$ cat src/rtl/cla_pkg.sv
package cla_pkg;
    // Default data width and lookahead group size.
    localparam int DATA_W  = 16;
    localparam int GROUP_W = 4;
endpackage

$ cat src/rtl/cla_bit_pg.sv
// Per-bit propagate and generate terms.
module cla_bit_pg #(
    parameter int W = 16
) (
    input  logic [W-1:0] a_in,
    input  logic [W-1:0] b_in,
    output logic [W-1:0] p_out,
    output logic [W-1:0] g_out
);
    for (genvar i = 0; i < W; i++) begin : g_bit
        assign p_out[i] = a_in[i] ^ b_in[i];
        assign g_out[i] = a_in[i] & b_in[i];
    end
endmodule

$ cat src/rtl/cla_lookahead.sv
// Generic N-input lookahead unit. It is used at both levels of the hierarchy.
// c_out[i] is the carry into position i (c_out[0] is the carry-in).
// p_grp/g_grp summarise the whole span for a higher level.
module cla_lookahead #(
    parameter int N = 4
) (
    input  logic [N-1:0] p_in,
    input  logic [N-1:0] g_in,
    input  logic         c_in,
    output logic [N-1:0] c_out,
    output logic         p_grp,
    output logic         g_grp
);
    // Each carry is a flat sum of products, not a chain through the
    // previous carry.
    always_comb begin
        logic acc;
        logic term;
        c_out[0] = c_in;
        for (int i = 1; i < N; i++) begin
            acc = c_in;
            for (int k = 0; k < i; k++) begin
                acc = acc & p_in[k];
            end
            for (int j = 0; j < i; j++) begin
                term = g_in[j];
                for (int k = j + 1; k < i; k++) begin
                    term = term & p_in[k];
                end
                acc = acc | term;
            end
            c_out[i] = acc;
        end
    end

    // Span generate: carry out of the span with no carry entering it.
    always_comb begin
        logic gacc;
        logic gterm;
        gacc = 1'b0;
        for (int j = 0; j < N; j++) begin
            gterm = g_in[j];
            for (int k = j + 1; k < N; k++) begin
                gterm = gterm & p_in[k];
            end
            gacc = gacc | gterm;
        end
        g_grp = gacc;
    end

    assign p_grp = &p_in;
endmodule

$ cat src/rtl/cla_adder.sv
// Two-level carry-lookahead adder: groups of GROUP_W bits under one
// second-level lookahead unit.
module cla_adder #(
    parameter int WIDTH   = cla_pkg::DATA_W,
    parameter int GROUP_W = cla_pkg::GROUP_W
) (
    input  logic [WIDTH-1:0] a_in,
    input  logic [WIDTH-1:0] b_in,
    input  logic             carry_in,
    output logic [WIDTH-1:0] sum_out,
    output logic             carry_out,
    output logic             blk_prop,
    output logic             blk_gen
);
    localparam int NUM_GROUPS = WIDTH / GROUP_W;

    logic [WIDTH-1:0]      bit_p;
    logic [WIDTH-1:0]      bit_g;
    logic [WIDTH-1:0]      bit_c;
    logic [NUM_GROUPS-1:0] grp_p;
    logic [NUM_GROUPS-1:0] grp_g;
    logic [NUM_GROUPS-1:0] grp_c;

    cla_bit_pg #(.W(WIDTH)) u_pg (
        .a_in  (a_in),
        .b_in  (b_in),
        .p_out (bit_p),
        .g_out (bit_g)
    );

    // First level: one lookahead unit per group.
    for (genvar k = 0; k < NUM_GROUPS; k++) begin : g_group
        cla_lookahead #(.N(GROUP_W)) u_grp (
            .p_in  (bit_p[k*GROUP_W +: GROUP_W]),
            .g_in  (bit_g[k*GROUP_W +: GROUP_W]),
            .c_in  (grp_c[k]),
            .c_out (bit_c[k*GROUP_W +: GROUP_W]),
            .p_grp (grp_p[k]),
            .g_grp (grp_g[k])
        );
    end

    // Second level: boundary carries and the word-level pair.
    cla_lookahead #(.N(NUM_GROUPS)) u_top (
        .p_in  (grp_p),
        .g_in  (grp_g),
        .c_in  (carry_in),
        .c_out (grp_c),
        .p_grp (blk_prop),
        .g_grp (blk_gen)
    );

    assign carry_out = blk_gen | (blk_prop & carry_in);
    assign sum_out   = bit_p ^ bit_c;
endmodule

$ cat config.mk
export PLATFORM = sky130hd
export DESIGN_NAME = cla_adder
export DESIGN_NICKNAME = d
export VERILOG_FILES = /design/src/rtl/cla_pkg.sv /design/src/rtl/cla_bit_pg.sv /design/src/rtl/cla_lookahead.sv /design/src/rtl/cla_adder.sv
export SDC_FILE = /design/constraint.sdc
export NUM_CORES = 1
export LEC_CHECK = 0
export ABC_CLOCK_PERIOD_IN_PS = 7600
export BUFFER_PORTS_ARGS = -buffer_cell sky130_fd_sc_hd__buf_2
export CAP_MARGIN = 20
export CORE_UTILIZATION = 46
export DETAILED_ROUTE_END_ITERATION = 10
export PLACE_DENSITY = 0.95
export SETUP_SLACK_MARGIN = 0.15
export SYNTH_ARGS = -nofsm -noshare
export SYNTH_HDL_FRONTEND = slang
export SYNTH_SLANG_ARGS = --single-unit
$ cat constraint.sdc
create_clock -name vclk -period 7.6
set_input_delay 1.52 -clock vclk [all_inputs]
set_output_delay 1.52 -clock vclk [all_outputs]
set_load 0.01 [all_outputs]
==> reports/results.ini, run 1 <==
[routing]
drc=0
viasPerCell=5.42
dr.pass1.iters=4
ant_nets=0
wl_um=1620
drt-initial-drc-count=10
wl_per_cell_um=10.9
vias=808

[cells_and_area]
layout.area.seq_sq_um=0
layout_common_cells=52 x buf_2, 20 x ha_1, 9 x nor2_1, 8 x o21a_1, 7 x a21oi_1
syn2layout_area_growth_pct=40.2
nFillCells=118
final_common_cell=buf_2
layout-drive-gt1-share_pct=41.0
clkbuf_count=0
fin_nets=193
diodes=0
design_area_sq_um=973
seq_cell_count=0

[synthesis]
yosysTopAreaCell=ha_1
synth_nets=139
yosysWarnings=0
synth.avg_cell_area_sq_um=8.47
synth_cell_type_count=21
netlist_instances=82
seq_area_frac_synth_pct=0
yosys.area.top_type_share_pct=36.0
synth_area_sq_um=694
synth_area_leaders=ha_1 36%, fa_1 12%, o21a_1 8.6%, a21oi_1 5.0%, xnor2_1 5.0%

[worst_setup_path]
arrival_ns=3.72
cp_data_required_time_ns=6.08
critPathMaxFanout=4
endpoint_kind=output port
path_class=primary input to output port
start_kind=primary input

[timing]
setup_tns_ns=0
slew_headroom_pct=79.9
final_hold_viol_count=0
setup-violations-final=0
final.min_clock_period_ns=5.24
rsz0062_at_grt=false
report.final.slew_viol_count=0
max_freq_ghz=0.191
worst_pin_slew_ns=0.302
period_share_pct=69.0

[place]
gp_congestion=0.831
hpwl_um=1530
place_area_sq_um=973
portBuffers=52

[floorplan]
initial_utilization_pct=51.4
core-area_sq_um=1350
rows=13
die-area_sq_um=1670
die_x_um=40.9
dieHeight_um=40.9
ios=52

[clocking]
cts_resized=0
cts_setup_buffers=0
hold_buffers=0

[global_routing]
grt.total_usage_pct=20.5
gr-total-overflow=0
grt_antenna_before_repair=0
first_global_vias=699
grt_max_degree=5
grt_pass1_wl_um=2440

[power_and_ir_drop]
ir_drop_v=0.0000494
power.density_nw_per_um2=90.2
p_leak_nw=0.533

[status]
status=complete, no violations

[worst_hold_path]
hp-class=primary input to output port

[job]
cap_violations=0

## cell usage after synthesis
cell / count
a211oi_2: 1
a21o_1: 3
a21oi_1: 7
a221oi_1: 1
and3_1: 1
and4_1: 1
and4_4: 2
fa_1: 4
ha_1: 20
inv_1: 1
nand2_1: 4
nand2b_1: 1
nand4_1: 1
nor2_1: 9
nor3_1: 4
o21a_1: 8
o21ai_0: 1
o21ai_1: 4
o21bai_1: 1
xnor2_1: 4
xor2_1: 4
## stage by stage
step / total power, mW / util [%] / setup WS [ns] / cells / hold slack (ns)
after CTS: 0.0887 / 72.1 / 2.35 / 149 / 3.41
after detailed placement: 0.0883 / 72.1 / 2.36 / 149 / 3.41
after global routing: 0.0993 / 72.1 / 2.19 / 149 / 3.43
final: 0.0878 / 72.1 / 2.36 / 149 / 3.40
after global placement: 0.0853 / 72.1 / 2.44 / 149 / 3.41
after floorplan: 0.0560 / - / 2.69 / 82 / 3.23
## metal layers
| layer | wire length, um | vias to the layer above | global-route usage [%] |
|---|---|---|---|
| li1 | - | 412 | - |
| met3 | 117 | 2 | 1.09 |
| met1 | 598 | 357 | 20.4 |
| met2 | 900 | 37 | 45.3 |
| met5 | 0 | - | 0 |
| met4 | 7 | 0 | 1.67 |
## where the power goes
part           switching [mW]  internal, mW
Combinational          0.0459        0.0419
Clock                       0             0
Sequential                  0             0
## final cells by class
type	count	area, sq um	share of cell area (%)
Multi-Input combinational cell	81	691	71.0
Inverter	1	3.75	0.386
Tap cell	15	18.8	1.93
Timing Repair Buffer	52	260	26.7
## path summary, 6_finish.rpt
kind,from,to,slack (ns),cells after the start
setup / recovery,a_in[2],sum_out[15],2.36,12
hold / removal,b_in[8],sum_out[8],3.40,3
## worst max-delay path, cell delays in order
cell and delay [ns]:
buf_2 0.10, ha_1 0.34, and4_4 0.21, and3_1 0.18
a211oi_2 0.27, o21bai_1 0.14, ha_1 0.21, o21a_1 0.18
o21a_1 0.18, nor2_1 0.11, xnor2_1 0.12, buf_2 0.15
## logic make-up after synthesis
family	share of synthesized area [%]
AOI/OAI and AO/OA	24.7
xor gates and xnor gates	10.1
and+or+nand+nor	17.1
buffers and inverters	0.540
adders and majority gates	47.6
No activity file was read; power rests on OpenSTA's default activity.
==> run 2: changes to the inputs <==
--- a/config.mk
+++ b/config.mk
@@ -5,10 +5,11 @@
 export SDC_FILE = /design/constraint.sdc
 export NUM_CORES = 1
 export LEC_CHECK = 0
-export ABC_CLOCK_PERIOD_IN_PS = 7600
+export ABC_AREA = 1
+export ABC_CLOCK_PERIOD_IN_PS = 5500
 export BUFFER_PORTS_ARGS = -buffer_cell sky130_fd_sc_hd__buf_2
 export CAP_MARGIN = 20
-export CORE_UTILIZATION = 46
+export CORE_UTILIZATION = 45
 export DETAILED_ROUTE_END_ITERATION = 10
 export PLACE_DENSITY = 0.95
 export SETUP_SLACK_MARGIN = 0.15
==> constraint.sdc (replaced) <==
create_clock -name vclk -period 5.5
set_input_delay 1.1 -clock vclk [all_inputs]
set_output_delay 1.1 -clock vclk [all_outputs]
set_load 0.01 [all_outputs]
==> reports/results.ini, run 2 <==
[status]
status=complete, but fails checks
violations=DRC

[routing]
drc=4  ; +4
wl_um=1660  ; +2.1%
ant_nets=0  ; unchanged
wl_per_cell_um=9.31  ; -15%
viasPerCell=5.02  ; -7.5%
dr.pass1.iters=6  ; +2
drt-initial-drc-count=11  ; +1
vias=893  ; +11%

[worst_setup_path]
setup.worst_path.start=a_in[3]
arrival_ns=2.97  ; -0.75 ns
critPathMaxFanout=3  ; -1
path_cells=buf_2, ha_1, a21oi_1, nand2_1, nand3_1, nand4_1, ha_1, nand2_1, nand3_1, a21oi_1, xnor2_1, buf_2
cp_data_required_time_ns=4.40  ; -1.68 ns
start_kind=primary input
slowest_stage=ha_1
path_class=primary input to output port
cpPeakStageDelay_ns=0.34  ; about the same
endpoint_kind=output port
cp-endpoint=sum_out[15]

[global_routing]
grt_antenna_before_repair=0  ; unchanged
first_global_vias=778  ; +11%
grt_pass1_wl_um=2820  ; +16%
grt.total_usage_pct=17.9  ; -2.6 points
gr-total-overflow=0  ; unchanged
grt_max_degree=7  ; +2

[floorplan]
die-area_sq_um=1920  ; +15%
rows=14  ; +1
ios=52  ; unchanged
dieHeight_um=43.8  ; +7.3%
core-area_sq_um=1580  ; +17%
die_x_um=43.8  ; +7.3%
initial_utilization_pct=49.9  ; -1.5 points

[timing]
report.final.slew_viol_count=0  ; unchanged
final_hold_viol_count=0  ; unchanged
slew_headroom_pct=86.3  ; +6.5 points
worst_pin_slew_ns=0.203  ; -0.0991 ns
whs_ns=2.57  ; -0.835 ns
rsz0062_at_grt=false
setup-violations-final=0  ; unchanged
setup_tns_ns=0  ; unchanged
max_freq_ghz=0.246
final.min_clock_period_ns=4.07
period_share_pct=74.0

[cells_and_area]
seq_cell_count=0  ; unchanged
layout.area.seq_sq_um=0  ; unchanged
diodes=0  ; unchanged
fin_util_pct=67.7  ; -4.4 points
clkbuf_count=0  ; unchanged
syn2layout_area_growth_pct=35.6
nFillCells=140  ; +19%
final_common_cell=buf_2
layout-drive-gt1-share_pct=38.3  ; -2.8 points
layout_common_cells=52 x buf_2, 32 x nand2_1, 20 x ha_1, 10 x inv_1
fin_nets=221  ; +15%
multiInputGateArea_sq_um=742  ; +7.4%

[place]
portBuffers=52  ; unchanged
gp_congestion=0.705  ; -15%
hpwl_um=1570  ; +2.5%

[clocking]
hold_buffers=0  ; unchanged
cts_setup_buffers=0  ; unchanged
cts_resized=0  ; unchanged

[power_and_ir_drop]
pwr-share-seq_pct=0  ; unchanged
power_frac_clock_pct=0  ; unchanged
p_leak_nw=0.627  ; +17%
power.density_nw_per_um2=122  ; +35%
power_frac_comb_pct=100.0  ; about the same
switching_power_mw=0.0714  ; +56%
ir_drop_v=0.0000547  ; +11%
p_total_mw=0.130  ; +48%
sw_frac_of_total_pct=55.0  ; +2.7 points
p_int_mw=0.0584  ; +39%

[synthesis]
yosys.area.top_type_share_pct=31.8  ; -4.2 points
synth.avg_cell_area_sq_um=7.15  ; -16%
synth_nets=167  ; +20%
yosysMostFrequentCell=nand2_1
yosysTopAreaCell=ha_1
synth_area_leaders=ha_1 32%, nand2_1 15%, fa_1 10%, xor2_1 8.9%, a21oi_1 5.1%
synth_cell_type_count=19  ; -9.5%
ys_top_cells_by_count=32 x nand2_1, 20 x ha_1, 10 x inv_1
seq_area_frac_synth_pct=0  ; unchanged
yosysWarnings=0  ; unchanged
synth_area_sq_um=787  ; +13%
netlist_instances=110  ; +34%

[job]
cap_violations=0  ; unchanged

[worst_hold_path]
hp-class=primary input to output port

[run 2: worst min-delay path by stage]
stage / slack [ns] / start / end / cells past startpoint
2_1_floorplan: 2.38 / carry_in / carry_out / 2
3_3_place_gp: 2.57 / b_in[8] / sum_out[8] / 3
3_5_place_dp: 2.57 / b_in[4] / sum_out[4] / 3
4_1_cts: 2.57 / b_in[4] / sum_out[4] / 3
5_1_grt: 2.58 / b_in[4] / sum_out[4] / 3
6_report: 2.57 / b_in[4] / sum_out[4] / 3
[run 2: power by group through the flow]
stage | logic [mW] | registers, mW | clock network, mW
after global routing | 0.146 | 0 | 0
final | 0.130 | 0 | 0
after detailed placement | 0.130 | 0 | 0
after CTS | 0.131 | 0 | 0
after global placement | 0.126 | 0 | 0
after floorplan | 0.0838 | 0 | 0
[run 2: kinds of logic after synthesis]
| kind of cell | Yosys count | share of synthesized area [%] |
|---|---|---|
| adders and majority gates | 24 | 42.0 |
| AOI/OAI and AO/OA | 8 | 5.09 |
| xor gates and xnor gates | 12 | 13.4 |
| buffers and inverters | 12 | 5.72 |
| and+or+nand+nor | 54 | 33.9 |
[run 2: area by class of cell]
class              instances  share of cell area [%]
inverters                 12                    4.22
repair buffers            52                    24.4
well taps                 16                    1.88
multi-input cells         98                    69.5
[run 2: critical path: cells and delay by family]
family	cells	cell delay (ns)
AOI/OAI and AO/OA	2	0.41
xor gates and xnor gates	1	0.15
adders and majority gates	2	0.58
buffers and inverters	2	0.26
and+or+nand+nor	5	0.47
[run 2: metrics by stage]
step	worst slack, ns	instances	area, sq um
finish	1.43	178	1070
global route	1.29	178	1070
CTS	1.44	178	1070
detailed placement	1.44	178	1070
global placement	1.57	178	1070
floorplan	1.82	110	787
[run 2: routing by layer]
metal	wire (um)	part of all wire (%)	global-route usage (%)	vias up
li1	-	-	-	466
met1	704	42	24.6	402
met2	863	52	33.1	25
met3	90	5.4	0	0
met4	0	0	0	0
met5	0	0	0	-
==> run 3: changes to the inputs <==
--- a/config.mk
+++ b/config.mk
@@ -6,12 +6,12 @@
 export NUM_CORES = 1
 export LEC_CHECK = 0
 export ABC_AREA = 1
-export ABC_CLOCK_PERIOD_IN_PS = 5500
+export ABC_CLOCK_PERIOD_IN_PS = 3300
 export BUFFER_PORTS_ARGS = -buffer_cell sky130_fd_sc_hd__buf_2
 export CAP_MARGIN = 20
-export CORE_UTILIZATION = 45
+export CORE_UTILIZATION = 41
 export DETAILED_ROUTE_END_ITERATION = 10
-export PLACE_DENSITY = 0.95
+export PLACE_DENSITY = 0.92
 export SETUP_SLACK_MARGIN = 0.15
 export SYNTH_ARGS = -nofsm -noshare
 export SYNTH_HDL_FRONTEND = slang
==> constraint.sdc (replaced) <==
create_clock -name vclk -period 3.3
set_input_delay 0.66 -clock vclk [all_inputs]
set_output_delay 0.66 -clock vclk [all_outputs]
set_load 0.01 [all_outputs]
==> reports/results.ini, run 3 (synthesis results as in run 2) <==
[cells_and_area]
layout_common_cells=52 x buf_2, 31 x nand2_1, 10 x inv_1, 10 x ha_4, 9 x ha_1
layout.area.seq_sq_um=0  ; unchanged
clkbuf_count=0  ; unchanged
fin_nets=222  ; +0.45%
final_common_cell=buf_2
nFillCells=150  ; +7.1%
multiInputGateArea_sq_um=893  ; +20%
seq_cell_count=0  ; unchanged
diodes=0  ; unchanged
fin_util_pct=70.1  ; +2.4 points
stdcell_count=188  ; +5.6%
layout-drive-gt1-share_pct=49.1  ; +11 points
syn2layout_area_growth_pct=57.2

[place]
dp_cells=187  ; +5.1%
portBuffers=52  ; unchanged
hpwl_um=1770  ; +12%
gp_congestion=0.763  ; +8.3%

[worst_setup_path]
cp_data_required_time_ns=2.64  ; -1.76 ns
start_kind=primary input
critPathMaxFanout=4  ; +1
path_class=primary input to output port
path_common_cell=nand2_1
path_cells=buf_2, ha_4, nand2_1, nand2_1, nand2_1, nand2_1, nand3_1, nand4_1, buf_4, fa_1, xor2_1, buf_2
cpPeakStageDelay_ns=0.37  ; +0.03 ns
arrival_ns=2.43  ; -0.54 ns
endpoint_kind=output port
slowest_stage=fa_1

[timing]
setup-violations-final=0  ; unchanged
report.final.slew_viol_count=0  ; unchanged
rsz0062_at_grt=true
setup_tns_ns=0  ; unchanged
period_share_pct=93.7
whs_ns=1.69  ; -0.874 ns
max_freq_ghz=0.324
final_hold_viol_count=0  ; unchanged
final.min_clock_period_ns=3.09
worst_pin_slew_ns=0.210  ; +0.00686 ns
slew_headroom_pct=85.9  ; -0.46 points

[power_and_ir_drop]
pwr-share-seq_pct=0  ; unchanged
power_frac_clock_pct=0  ; unchanged
switching_power_mw=0.134  ; +87%
p_int_mw=0.117  ; +100%
power_frac_comb_pct=100.0  ; about the same
ir_drop_v=0.000117  ; +110%
sw_frac_of_total_pct=53.2  ; -1.8 points
p_total_mw=0.251  ; +93%
p_leak_nw=0.640  ; +2.2%
power.density_nw_per_um2=203  ; +67%

[routing]
wl_per_cell_um=11.0  ; +18%
drt-initial-drc-count=12  ; +1
wl_um=2070  ; +25%
vias=913  ; +2.2%
dr.pass1.iters=4  ; -2
viasPerCell=4.86  ; -3.2%
ant_nets=0  ; unchanged
drc=0  ; -4

[global_routing]
grt_max_degree=7  ; unchanged
first_global_vias=884  ; +14%
grt_pass1_wl_um=3180  ; +13%
grt.total_usage_pct=20.0  ; +2.2 points
grt_antenna_before_repair=0  ; unchanged
gr-total-overflow=0  ; unchanged

[floorplan]
initial_utilization_pct=44.6  ; -5.3 points
die_x_um=45.8  ; +4.5%
core-area_sq_um=1760  ; +12%
dieHeight_um=45.8  ; +4.5%
die-area_sq_um=2100  ; +9.3%
rows=15  ; +1
ios=52  ; unchanged

[worst_hold_path]
hp-class=primary input to output port
hold_end=sum_out[12]
min_path_cells=3  ; unchanged
worstHoldStart=b_in[12]

[status]
status=complete, no violations

[job]
cap_violations=0  ; unchanged

## run 3: area by class of cell
class	count	area share, %
Multi-Input combinational cell	98	72.2
Timing Repair Buffer	53	21.6
Inverter	12	3.64
Tap cell	25	2.53
## run 3: worst max-delay path, delay by kind of cell
kind,cells,cell delay [ns]
and+or+nand+nor,6,0.55
adders and majority gates,2,0.62
xor gates and xnor gates,1,0.16
buffers and inverters,3,0.44
## run 3: metal layers
metal | track usage, % | routed length, um | vias up
met5 | 0 | 0 | -
met4 | 13.5 | 117 | 0
met3 | 1.98 | 109 | 12
met2 | 40.0 | 1070 | 38
met1 | 18.6 | 777 | 395
li1 | - | - | 468
## run 3: power by group through the flow
stage | Sequential [mW] | Clock, mW | Combinational [mW]
global route | 0 | 0 | 0.278
detailed placement | 0 | 0 | 0.221
finish | 0 | 0 | 0.251
floorplan | 0 | 0 | 0.140
global placement | 0 | 0 | 0.211
CTS | 0 | 0 | 0.230
## run 3: how the worst max path moves through the flow
stage,startpoint,to,depth (start not counted)
after global placement,a_in[3],sum_out[15],12
after global routing,a_in[1],sum_out[15],14
after floorplan,a_in[3],sum_out[15],10
after detailed placement,a_in[3],sum_out[15],12
final,a_in[1],sum_out[13],12
after CTS,a_in[2],sum_out[15],14
## run 3: repair_timing
| action | in CTS | in global routing |
|---|---|---|
| pin swaps | 0 | 3 |
| hold buffers | 0 | 0 |
| buffers inserted | 1 | 0 |
| gates resized for setup | 4 | 13 |
| setup endpoints to repair | 1 | 3 |
| endpoints found under the hold margin | 0 | 0 |
## run 3: through the flow
| step | cell area [sq um] | setup WS [ns] |
|---|---|---|
| 6_report | 1240 | 0.209 |
| 3_3_place_gp | 1080 | 0.188 |
| 2_1_floorplan | 787 | 0.498 |
| 3_5_place_dp | 1080 | 0.0796 |
| 5_1_grt | 1240 | 0.0863 |
| 4_1_cts | 1120 | 0.182 |
